<file path="config.mk">
export PLATFORM = sky130hd
export DESIGN_NAME = fifo_status_dreq
export DESIGN_NICKNAME = d
export VERILOG_FILES = /design/src/rtl/fst_pkg.sv /design/src/rtl/fst_cmp.sv /design/src/rtl/fst_latches.sv /design/src/rtl/fst_tide.sv /design/src/rtl/fifo_status_dreq.sv
export SDC_FILE = /design/constraint.sdc
export NUM_CORES = 1
export LEC_CHECK = 0
export ABC_AREA = 1
export CORE_ASPECT_RATIO = 1.2
export CORE_MARGIN = 4
export CORE_UTILIZATION = 33
export CTS_CLUSTER_DIAMETER = 120
export CTS_CLUSTER_SIZE = 12
export DETAILED_ROUTE_END_ITERATION = 7
export GPL_TIMING_DRIVEN = 0
export PLACE_DENSITY_LB_ADDON = 0.12
export SYNTH_ARGS = -nofsm -noshare
export SYNTH_HDL_FRONTEND = slang
export SYNTH_SLANG_ARGS = --single-unit
</file>
<file path="constraint.sdc">
create_clock -name clk -period 1.7 [get_ports clk]
set_input_delay 0.17 -clock clk [delete_from_list [all_inputs] [get_ports clk]]
set_output_delay 0.17 -clock clk [all_outputs]
set_load 0.01 [all_outputs]
</file>
<file path="src/rtl/fst_pkg.sv">
package fst_pkg;
   typedef struct packed {
      logic rx_full;
      logic tx_empty;
      logic rx_has_data;
      logic tx_can_accept;
      logic needs_read;
      logic needs_write;
   } fst_flags_t;

   typedef enum logic [1:0] {
      CMP_REQ_RD = 2'd0,
      CMP_REQ_WR = 2'd1,
      CMP_PAN_RD = 2'd2,
      CMP_PAN_WR = 2'd3
   } fst_cmp_e;
endpackage

</file>
<file path="src/rtl/fst_cmp.sv">
module fst_cmp #(
   parameter int W           = 6,
   parameter bit AT_OR_ABOVE = 1'b1
) (
   input  logic [W-1:0] level,
   input  logic [W-1:0] mark,
   output logic         hit
);
   generate
      if (AT_OR_ABOVE) begin : g_ge
         assign hit = (level >= mark);
      end else begin : g_le
         assign hit = (level <= mark);
      end
   endgenerate
endmodule

</file>
<file path="src/rtl/fst_latches.sv">
module fst_latches (
   input  logic clk,
   input  logic rst_n,
   input  logic bad_op,
   input  logic err_clr,
   input  logic xfer_start,
   input  logic xfer_done,
   output logic done_nxt,
   output logic err_q
);
   logic done_q;

   always_comb begin
      done_nxt = done_q;
      if (xfer_start) done_nxt = 1'b0;
      if (xfer_done)  done_nxt = 1'b1;
   end

   always_ff @(posedge clk) begin
      if (!rst_n) begin
         done_q <= 1'b0;
         err_q  <= 1'b0;
      end else begin
         done_q <= done_nxt;
         err_q  <= (err_q & ~err_clr) | bad_op;
      end
   end
endmodule

</file>
<file path="src/rtl/fst_tide.sv">
module fst_tide #(
   parameter int W = 6
) (
   input  logic         clk,
   input  logic         rst_n,
   input  logic         restart,
   input  logic [W-1:0] level,
   output logic [W-1:0] now_q,
   output logic [W-1:0] peak_q
);
   always_ff @(posedge clk) begin
      if (!rst_n) begin
         now_q  <= '0;
         peak_q <= '0;
      end else begin
         now_q <= level;
         if (restart)
            peak_q <= level;
         else if (level > peak_q)
            peak_q <= level;
      end
   end
endmodule

</file>
<file path="src/rtl/fifo_status_dreq.sv">
module fifo_status_dreq
   import fst_pkg::*;
#(
   parameter int DEPTH = 32,
   parameter int THR_W = 6,
   localparam int CNT_W = $clog2(DEPTH + 1)
) (
   input  logic             clk,
   input  logic             rst_n,
   input  logic [CNT_W-1:0] fill_cnt,
   input  logic             push,
   input  logic             pop,
   input  logic             xfer_start,
   input  logic             xfer_done,
   input  logic             dir_tx,
   input  logic             dma_en,
   input  logic             err_clr,
   input  logic [THR_W-1:0] lvl_req_rd,
   input  logic [THR_W-1:0] lvl_req_wr,
   input  logic [THR_W-1:0] lvl_pan_rd,
   input  logic [THR_W-1:0] lvl_pan_wr,
   output logic             rx_full,
   output logic             tx_empty,
   output logic             rx_has_data,
   output logic             tx_can_accept,
   output logic             needs_read,
   output logic             needs_write,
   output logic             done_flag,
   output logic             dreq_rd,
   output logic             dreq_wr,
   output logic             panic_rd,
   output logic             panic_wr,
   output logic             fifo_err,
   output logic [CNT_W-1:0] lvl_now,
   output logic [CNT_W-1:0] lvl_tide
);
   localparam int CMP_W = (CNT_W > THR_W) ? CNT_W : THR_W;
   localparam int N_CMP = 4;
   localparam logic [CNT_W-1:0] FULL_MARK = CNT_W'(DEPTH);
   localparam logic [CNT_W-1:0] HI_MARK   = CNT_W'((3 * DEPTH) / 4);
   localparam logic [CNT_W-1:0] LO_MARK   = CNT_W'(DEPTH / 4);

   initial begin
      if (DEPTH < 4 || (DEPTH % 4) != 0)
         $error("fifo_status_dreq: DEPTH must be a multiple of 4, at least 4");
      if (THR_W < 1)
         $error("fifo_status_dreq: THR_W must be positive");
   end

   logic             is_empty, is_full, bad_op, done_nxt;
   logic [CMP_W-1:0] lvl_ext;
   logic [CMP_W-1:0] marks [N_CMP];
   logic [N_CMP-1:0] cmp_hit;
   fst_flags_t       flags_d, flags_q;
   logic [3:0]       req_d, req_q;
   logic             done_d, done_q;

   assign is_empty = (fill_cnt == '0);
   assign is_full  = (fill_cnt == FULL_MARK);
   assign bad_op   = (pop & is_empty) | (push & is_full);
   assign lvl_ext  = CMP_W'(fill_cnt);

   assign marks[CMP_REQ_RD] = CMP_W'(lvl_req_rd);
   assign marks[CMP_REQ_WR] = CMP_W'(lvl_req_wr);
   assign marks[CMP_PAN_RD] = CMP_W'(lvl_pan_rd);
   assign marks[CMP_PAN_WR] = CMP_W'(lvl_pan_wr);

   // Even slots watch the receive side (rising fill), odd slots the transmit side.
   generate
      for (genvar i = 0; i < N_CMP; i++) begin : g_cmp
         fst_cmp #(
            .W          (CMP_W),
            .AT_OR_ABOVE((i % 2) == 0)
         ) u_cmp (
            .level(lvl_ext),
            .mark (marks[i]),
            .hit  (cmp_hit[i])
         );
      end
   endgenerate

   fst_latches u_latch (
      .clk       (clk),
      .rst_n     (rst_n),
      .bad_op    (bad_op),
      .err_clr   (err_clr),
      .xfer_start(xfer_start),
      .xfer_done (xfer_done),
      .done_nxt  (done_nxt),
      .err_q     (fifo_err)
   );

   fst_tide #(.W(CNT_W)) u_tide (
      .clk    (clk),
      .rst_n  (rst_n),
      .restart(xfer_start),
      .level  (fill_cnt),
      .now_q  (lvl_now),
      .peak_q (lvl_tide)
   );

   always_comb begin
      flags_d.rx_full       = ~dir_tx & is_full;
      flags_d.rx_has_data   = ~dir_tx & ~is_empty;
      flags_d.tx_empty      =  dir_tx & is_empty;
      flags_d.tx_can_accept =  dir_tx & ~is_full;
      flags_d.needs_read    = ~dir_tx & ((fill_cnt > HI_MARK) | (done_nxt & ~is_empty));
      flags_d.needs_write   =  dir_tx & (fill_cnt < LO_MARK);
      req_d[0] = dma_en & ~dir_tx & cmp_hit[CMP_REQ_RD];
      req_d[1] = dma_en &  dir_tx & cmp_hit[CMP_REQ_WR];
      req_d[2] = dma_en & ~dir_tx & cmp_hit[CMP_PAN_RD];
      req_d[3] = dma_en &  dir_tx & cmp_hit[CMP_PAN_WR];
      done_d   = done_nxt & (dir_tx | is_empty);
   end

   always_ff @(posedge clk) begin
      if (!rst_n) begin
         flags_q <= '0;
         req_q   <= '0;
         done_q  <= 1'b0;
      end else begin
         flags_q <= flags_d;
         req_q   <= req_d;
         done_q  <= done_d;
      end
   end

   assign rx_full       = flags_q.rx_full;
   assign tx_empty      = flags_q.tx_empty;
   assign rx_has_data   = flags_q.rx_has_data;
   assign tx_can_accept = flags_q.tx_can_accept;
   assign needs_read    = flags_q.needs_read;
   assign needs_write   = flags_q.needs_write;
   assign dreq_rd       = req_q[0];
   assign dreq_wr       = req_q[1];
   assign panic_rd      = req_q[2];
   assign panic_wr      = req_q[3];
   assign done_flag     = done_q;
endmodule

</file>
==> impl_metrics.toml, run 1 <==
[flow_run]
cap_violations = 0

[min_path]
min_path_cells = 3
worstHoldEndpoint = "u_tide.peak_q[4]$_SDFFE_PN0P_"
hold_start = "rst_n"
hp-class = "in -> reg"

[clocking]
path_clk_slew_ps = 80
cts_max_level = 1
ctsLongestPathBuffers = 2
root_buffer = "clkbuf_8"
clock_latency_ps = 260
cts_made_buffers = 3
cts_tree = "yes"
clock_sinks = 25
post_cts_buffers = 0

[route]
first_pass_iters = 4
vias_per_cell = 4.422
final_antenna_net_count = 0
drt_iter0_drc = 40
drc = 0
wire_per_inst_um = 10.96
vias = 1521
drt_wl_total_mm = 3.771

[critical_path]
worstPathRequired_ps = 1860
r2r_slack_ps = 180
critPathCaptureType = "flop"
crit_arrival_ps = 1700
startpoint_type = "input pin"
cp_slowest_stage_delay_ps = 530
r2r_end = "u_tide.peak_q[1]$_SDFFE_PN0P_"
cp.buffers_inverters = 3
cp_max_fo = 10
crit_chain = "dlygate4sd2_1 > ha_1 > nand2_2 > inv_1 > nand2_1 > nand3_2 > nand2_2 > buf_6 > nand3_2 > nand2_1 > nor2_1"
crit_path_top_delay_cell = "dlygate4sd2_1"
reg2reg_depth = 10
cp_top_family = "buffers and inverters"
timing.rr.start = "u_tide.peak_q[5]$_SDFFE_PN0P_"
crit_type = "in -> reg"

[sta]
skew_ps = 0.6225
finalHoldViolCount = 0
setup_violations = 0
min_period_ps = 1545
slew_viol_final = 0
timing.slew.headroom_pct = 64.82
fmax_mhz = 647.3
tightestPinTransition_ps = 527.8
period_share_pct = 90.87
grt_setup_unrepaired = "no"

[placement]
numPortBuffers = 61
place_area_sq_um = 2333
dpl.cell_count = 340
place_hpwl_mm = 3.081
gp_congestion = 0.7472

[global_route]
grt-ovfl-total = 0
grt_pass1_wl_mm = 6.368
grt_pass1_vias = 1442
grt_usage_pct = 12.86
antenna_found_initial = 0
grt_max_degree = 15

[synthesis]
synth_area_leader_cell = "dfxtp_1"
syn_nets = 290
synth_seq_cells = 25
syn-cell-area_sq_um = 1650
yosysSeqAreaShare_pct = 30.33
synth_area_leaders = "dfxtp_1 30%, ha_1 23%, inv_1 12%"
ys_types = 20
syn_area_per_cell_sq_um = 7.468
synth_cells = 221
ys_warn_count = 0
yosys.area.top_type_share_pct = 30.33

[layout]
fillers = 499
nNetsFinal = 356
layout_common_cells = "55 x clkdlybuf4s50_1, 53 x inv_1, 36 x nand2_1"
seq_area_sq_um = 500.5
final_cells = 344
final_area_sq_um = 2376
layout-area-overhead-vs-synth_pct = 43.97
multi_input_area_sq_um = 897.1
drive_above_1_share_pct = 6.294
final_common_cell = "clkdlybuf4s50_1"
diodes = 0

[floorplanning]
start_util_pct = 34.89
dieArea_sq_um = 6201
die_h_um = 85.47
coreArea_sq_um = 4730
io_pins = 63
die_x_um = 72.56
fp-row-count = 27

[run_status]
status = "complete, no violations"

[pwr]
pwr_density_cell_nw_per_um2 = 606.4
leakage_uw = 0.001222
ir_drop_v = 0.0002775
power_uw = 1441
-- synthesized netlist by cell type, drive strengths merged --
library cell	count
dfxtp	25
nand3	12
o21a	1
o211ai	3
buf	2
nor2	21
o21ai	7
ha	30
a21oi	19
clkbuf	2
and2	1
nor3	2
nand4	2
inv	54
a31oi	1
a21o	1
nand2	38
-- power breakdown --
| part | internal (uW) | leakage [uW] | switching [uW] | total (uW) |
|---|---|---|---|---|
| logic | 244 | 0.000990 | 226 | 469 |
| clock network | 163 | 0.0000255 | 174 | 338 |
| registers | 620 | 0.000206 | 13.9 | 634 |
-- cell families (layout without fill, tap and decap cells) --
family	count (synthesis)	in the layout	share of synthesized area [%]
AOI/OAI and AO/OA	32	32	10.54
adders and majority gates	30	30	22.74
and+or+nand+nor	76	76	21.08
DFF	25	25	30.33
buffers and inverters	58	123	15.31
-- timing repair --
action,CTS,global route
pin swaps,0,0
setup endpoints to repair,6,6
hold buffers,0,0
hold endpoints to repair,0,0
gates resized for setup,4,5
-- worst max path at each step --
stage | end | cells after the start | slack (ps) | from
2_1_floorplan | u_tide.peak_q[0]$_SDFFE_PN0P_ | 10 | 230 | u_tide.peak_q[5]$_SDFFE_PN0P_
3_3_place_gp | u_tide.peak_q[4]$_SDFFE_PN0P_ | 10 | -510 | fill_cnt[5]
3_5_place_dp | u_tide.peak_q[1]$_SDFFE_PN0P_ | 10 | -540 | fill_cnt[5]
4_1_cts | u_tide.peak_q[1]$_SDFFE_PN0P_ | 10 | 2 | fill_cnt[1]
5_1_grt | u_tide.peak_q[0]$_SDFFE_PN0P_ | 11 | 10 | fill_cnt[4]
6_report | u_tide.peak_q[0]$_SDFFE_PN0P_ | 11 | 160 | fill_cnt[4]
-- area by class of cell --
class                   instances  area share (%)
multi-input cells             138           37.76
repair buffers                 61           25.54
flip-flops and latches         25           21.06
inverters                      54           8.531
well taps                      58           3.054
plain buffers                   4           2.106
clock buffers                   3           1.738
clock inverters                 1          0.2106
-- flip-flops by register name, summed over array words and instances, names as in the netlist --
name and cells:
u_tide.peak_q 6, req_q 4, u_latch.done_q 1, rx_full 1
u_latch.err_q 1, tx_can_accept 1, needs_write 1, u_tide.now_q 6
rx_has_data 1, tx_empty 1, needs_read 1, done_flag 1
-- worst reg2reg max path, stage by stage, from the launching register on --
cell and delay [ps]:
dfxtp_1 330, inv_1 60, ha_1 300, nand2_2 80, nor2_4 110, nand2_1 70, nand3_2 60, nand2_2 70
buf_6 150, a21oi_1 140, nor2_1 60
-- metal layers --
layer,global-route usage (%),share of wire [%],up-vias
li1,-,-,821
met1,14.47,41,650
met5,0,0,-
met3,3.081,7.7,5
met4,4.530,1.5,0
met2,23.07,49,45
-- stage by stage --
stage	hold slack [ps]	util, %	setup WS [ps]	TNS [ps]
after global placement	429.6	49.34	-512.3	-3988
after floorplan	263.5	-	233.8	0
after CTS	149.7	50.21	2.221	0
after global routing	155.0	50.24	12.78	0
final	156.8	50.24	155.2	0
after detailed placement	432.2	49.34	-538.9	-4076
No activity file was read; power rests on OpenSTA's default activity.
==> run 2: changes to the inputs <==
Settings changed: GPL_TIMING_DRIVEN 0 to not set.
==> run 2 against run 1 <==
Net effect:
- worst hold slack better by 340 ps
- via count up 1.8%
- clock skew about the same
- critical path depth down 3
- largest power group unchanged
- clock power up 6.2%
- combinational power up 3%
- setup slack better by 61 ps
- utilization up 1.1 points
- first-iteration DRC count up 130%
==> impl_metrics.toml, run 2 (synthesis gave the netlist of run 1 again) <==
[run_status]
status = "complete, no violations"

[global_route]
grt_pass1_vias = 1479
grt_max_degree = 16
grtUsageMet2_pct = 22.58
gr-usage-met3_pct = 2.488
antenna_found_initial = 0
met1_usage_pct = 17.20
grt_usage_pct = 13.44
busiest_layer = "met2"
grt-ovfl-total = 0
grt_pass1_wl_mm = 6.699

[clocking]
cts_made_buffers = 3
path_clk_slew_ps = 90
clock_latency_ps = 270
cts_tree = "yes"
root_buffer = "clkbuf_8"
cts_max_level = 1
clock_sinks = 25
ctsLongestPathBuffers = 2
postCtsHoldBufs = 0

[sta]
min_period_ps = 1484
period_share_pct = 87.29
finalHoldViolCount = 0
tightestPinTransition_ps = 214.1
slew_viol_final = 0
fmax_mhz = 673.9
worst_slack_ps = 216.1
skew_ps = 0.9203
timing.slew.headroom_pct = 85.68
setup_violations = 0
grt_setup_unrepaired = "no"

[layout]
nNetsFinal = 363
fillers = 484
final_cells = 351
diodes = 0
final_common_cell = "clkdlybuf4s50_1"
layout-area-overhead-vs-synth_pct = 47.23
reg_top3 = "u_tide.now_q (6), u_tide.peak_q (6), req_q (4)"
drive_above_1_share_pct = 8.191
layout_common_cells = "62 x clkdlybuf4s50_1, 54 x inv_1, 36 x nand2_1"

[floorplanning]
die_h_um = 85.47
start_util_pct = 34.89
dieArea_sq_um = 6201
die_x_um = 72.56
fp-row-count = 27
coreArea_sq_um = 4730
io_pins = 63

[pwr]
leakage_uw = 0.001224
pwr_density_cell_nw_per_um2 = 607.3
ir_drop_v = 0.0003004

[critical_path]
cp_max_fo = 11
startpoint_type = "input pin"
reg2reg_depth = 9
crit_type = "in -> reg"
worstPathRequired_ps = 1860
critPathCaptureType = "flop"
crit_arrival_ps = 1650

[route]
drc = 0
final_antenna_net_count = 0
vias_per_cell = 4.413
drt_wl_total_mm = 3.870
first_pass_iters = 4
wire_per_inst_um = 11.03
vias = 1549
drt_iter0_drc = 90

[placement]
place_hpwl_mm = 3.200
gp_congestion = 0.8168
dpl.cell_count = 347
numPortBuffers = 62
dpl_worst_slack_ps = -102.9

[flow_run]
cap_violations = 0

[min_path]
min_path_cells = 3
hp-class = "in -> reg"
run 2: final timing paths:
path	from	endpoint	slack, ps
min reg2reg	u_tide.peak_q[0]$_SDFFE_PN0P_	u_tide.peak_q[0]$_SDFFE_PN0P_	590
min	dma_en	req_q[2]$_SDFF_PN0_	490
max	fill_cnt[5]	req_q[3]$_SDFF_PN0_	220
max reg2reg	u_tide.peak_q[5]$_SDFFE_PN0P_	u_tide.peak_q[4]$_SDFFE_PN0P_	230
run 2: metal layers:
layer	share of wire (%)	vias up
met1	45	666
met4	1.3	0
met2	47	45
met3	7.1	4
met5	0	-
li1	-	834
run 2: final cells by class:
cell class | instances | area, sq um | share of cell area [%]
multi-input combinational | 138 | 909.6 | 37.44
tap | 58 | 72.57 | 2.987
clock buffer | 3 | 41.29 | 1.699
inverter | 54 | 202.7 | 8.342
clock inverter | 1 | 7.507 | 0.3090
sequential | 25 | 500.5 | 20.60
timing repair buffer | 72 | 695.7 | 28.63
run 2: through the flow:
| step | hold WS, ps | utilization, % | total power (uW) | setup TNS (ps) | cell area, sq um |
|---|---|---|---|---|---|
| after floorplan | 263.5 | - | 906.3 | 0 | 1650 |
| after global placement | 563.9 | 50.08 | 1122 | -757.8 | 2369 |
| after detailed placement | 572.0 | 50.08 | 1128 | -783.0 | 2369 |
| after CTS | 487.0 | 51.11 | 1491 | 0 | 2417 |
| after global routing | 490.0 | 51.38 | 1596 | 0 | 2430 |
| final | 492.6 | 51.38 | 1476 | 0 | 2430 |
run 2: what timing repair did:
| item | CTS | global route |
|---|---|---|
| resized for setup | 0 | 3 |
| endpoints found under the setup margin | 0 | 3 |
| hold endpoints to repair | 0 | 0 |
| setup buffers | 0 | 0 |
run 2: power by group:
part | leakage [uW] | switching, uW | total [uW] | internal, uW
logic | 0.000996 | 233 | 483 | 250
clock network | 0.0000217 | 193 | 359 | 166
registers | 0.000206 | 13.2 | 633 | 620
total | 0.00122 | 440 | 1480 | 1040
run 2: worst max-delay path: stages:
cell and delay, ps:
clkdlybuf4s50_1 460, buf_4 220, ha_1 310, nand2_1 70, nor2_1 130, o21ai_0 110
o211ai_1 100, a21oi_1 80
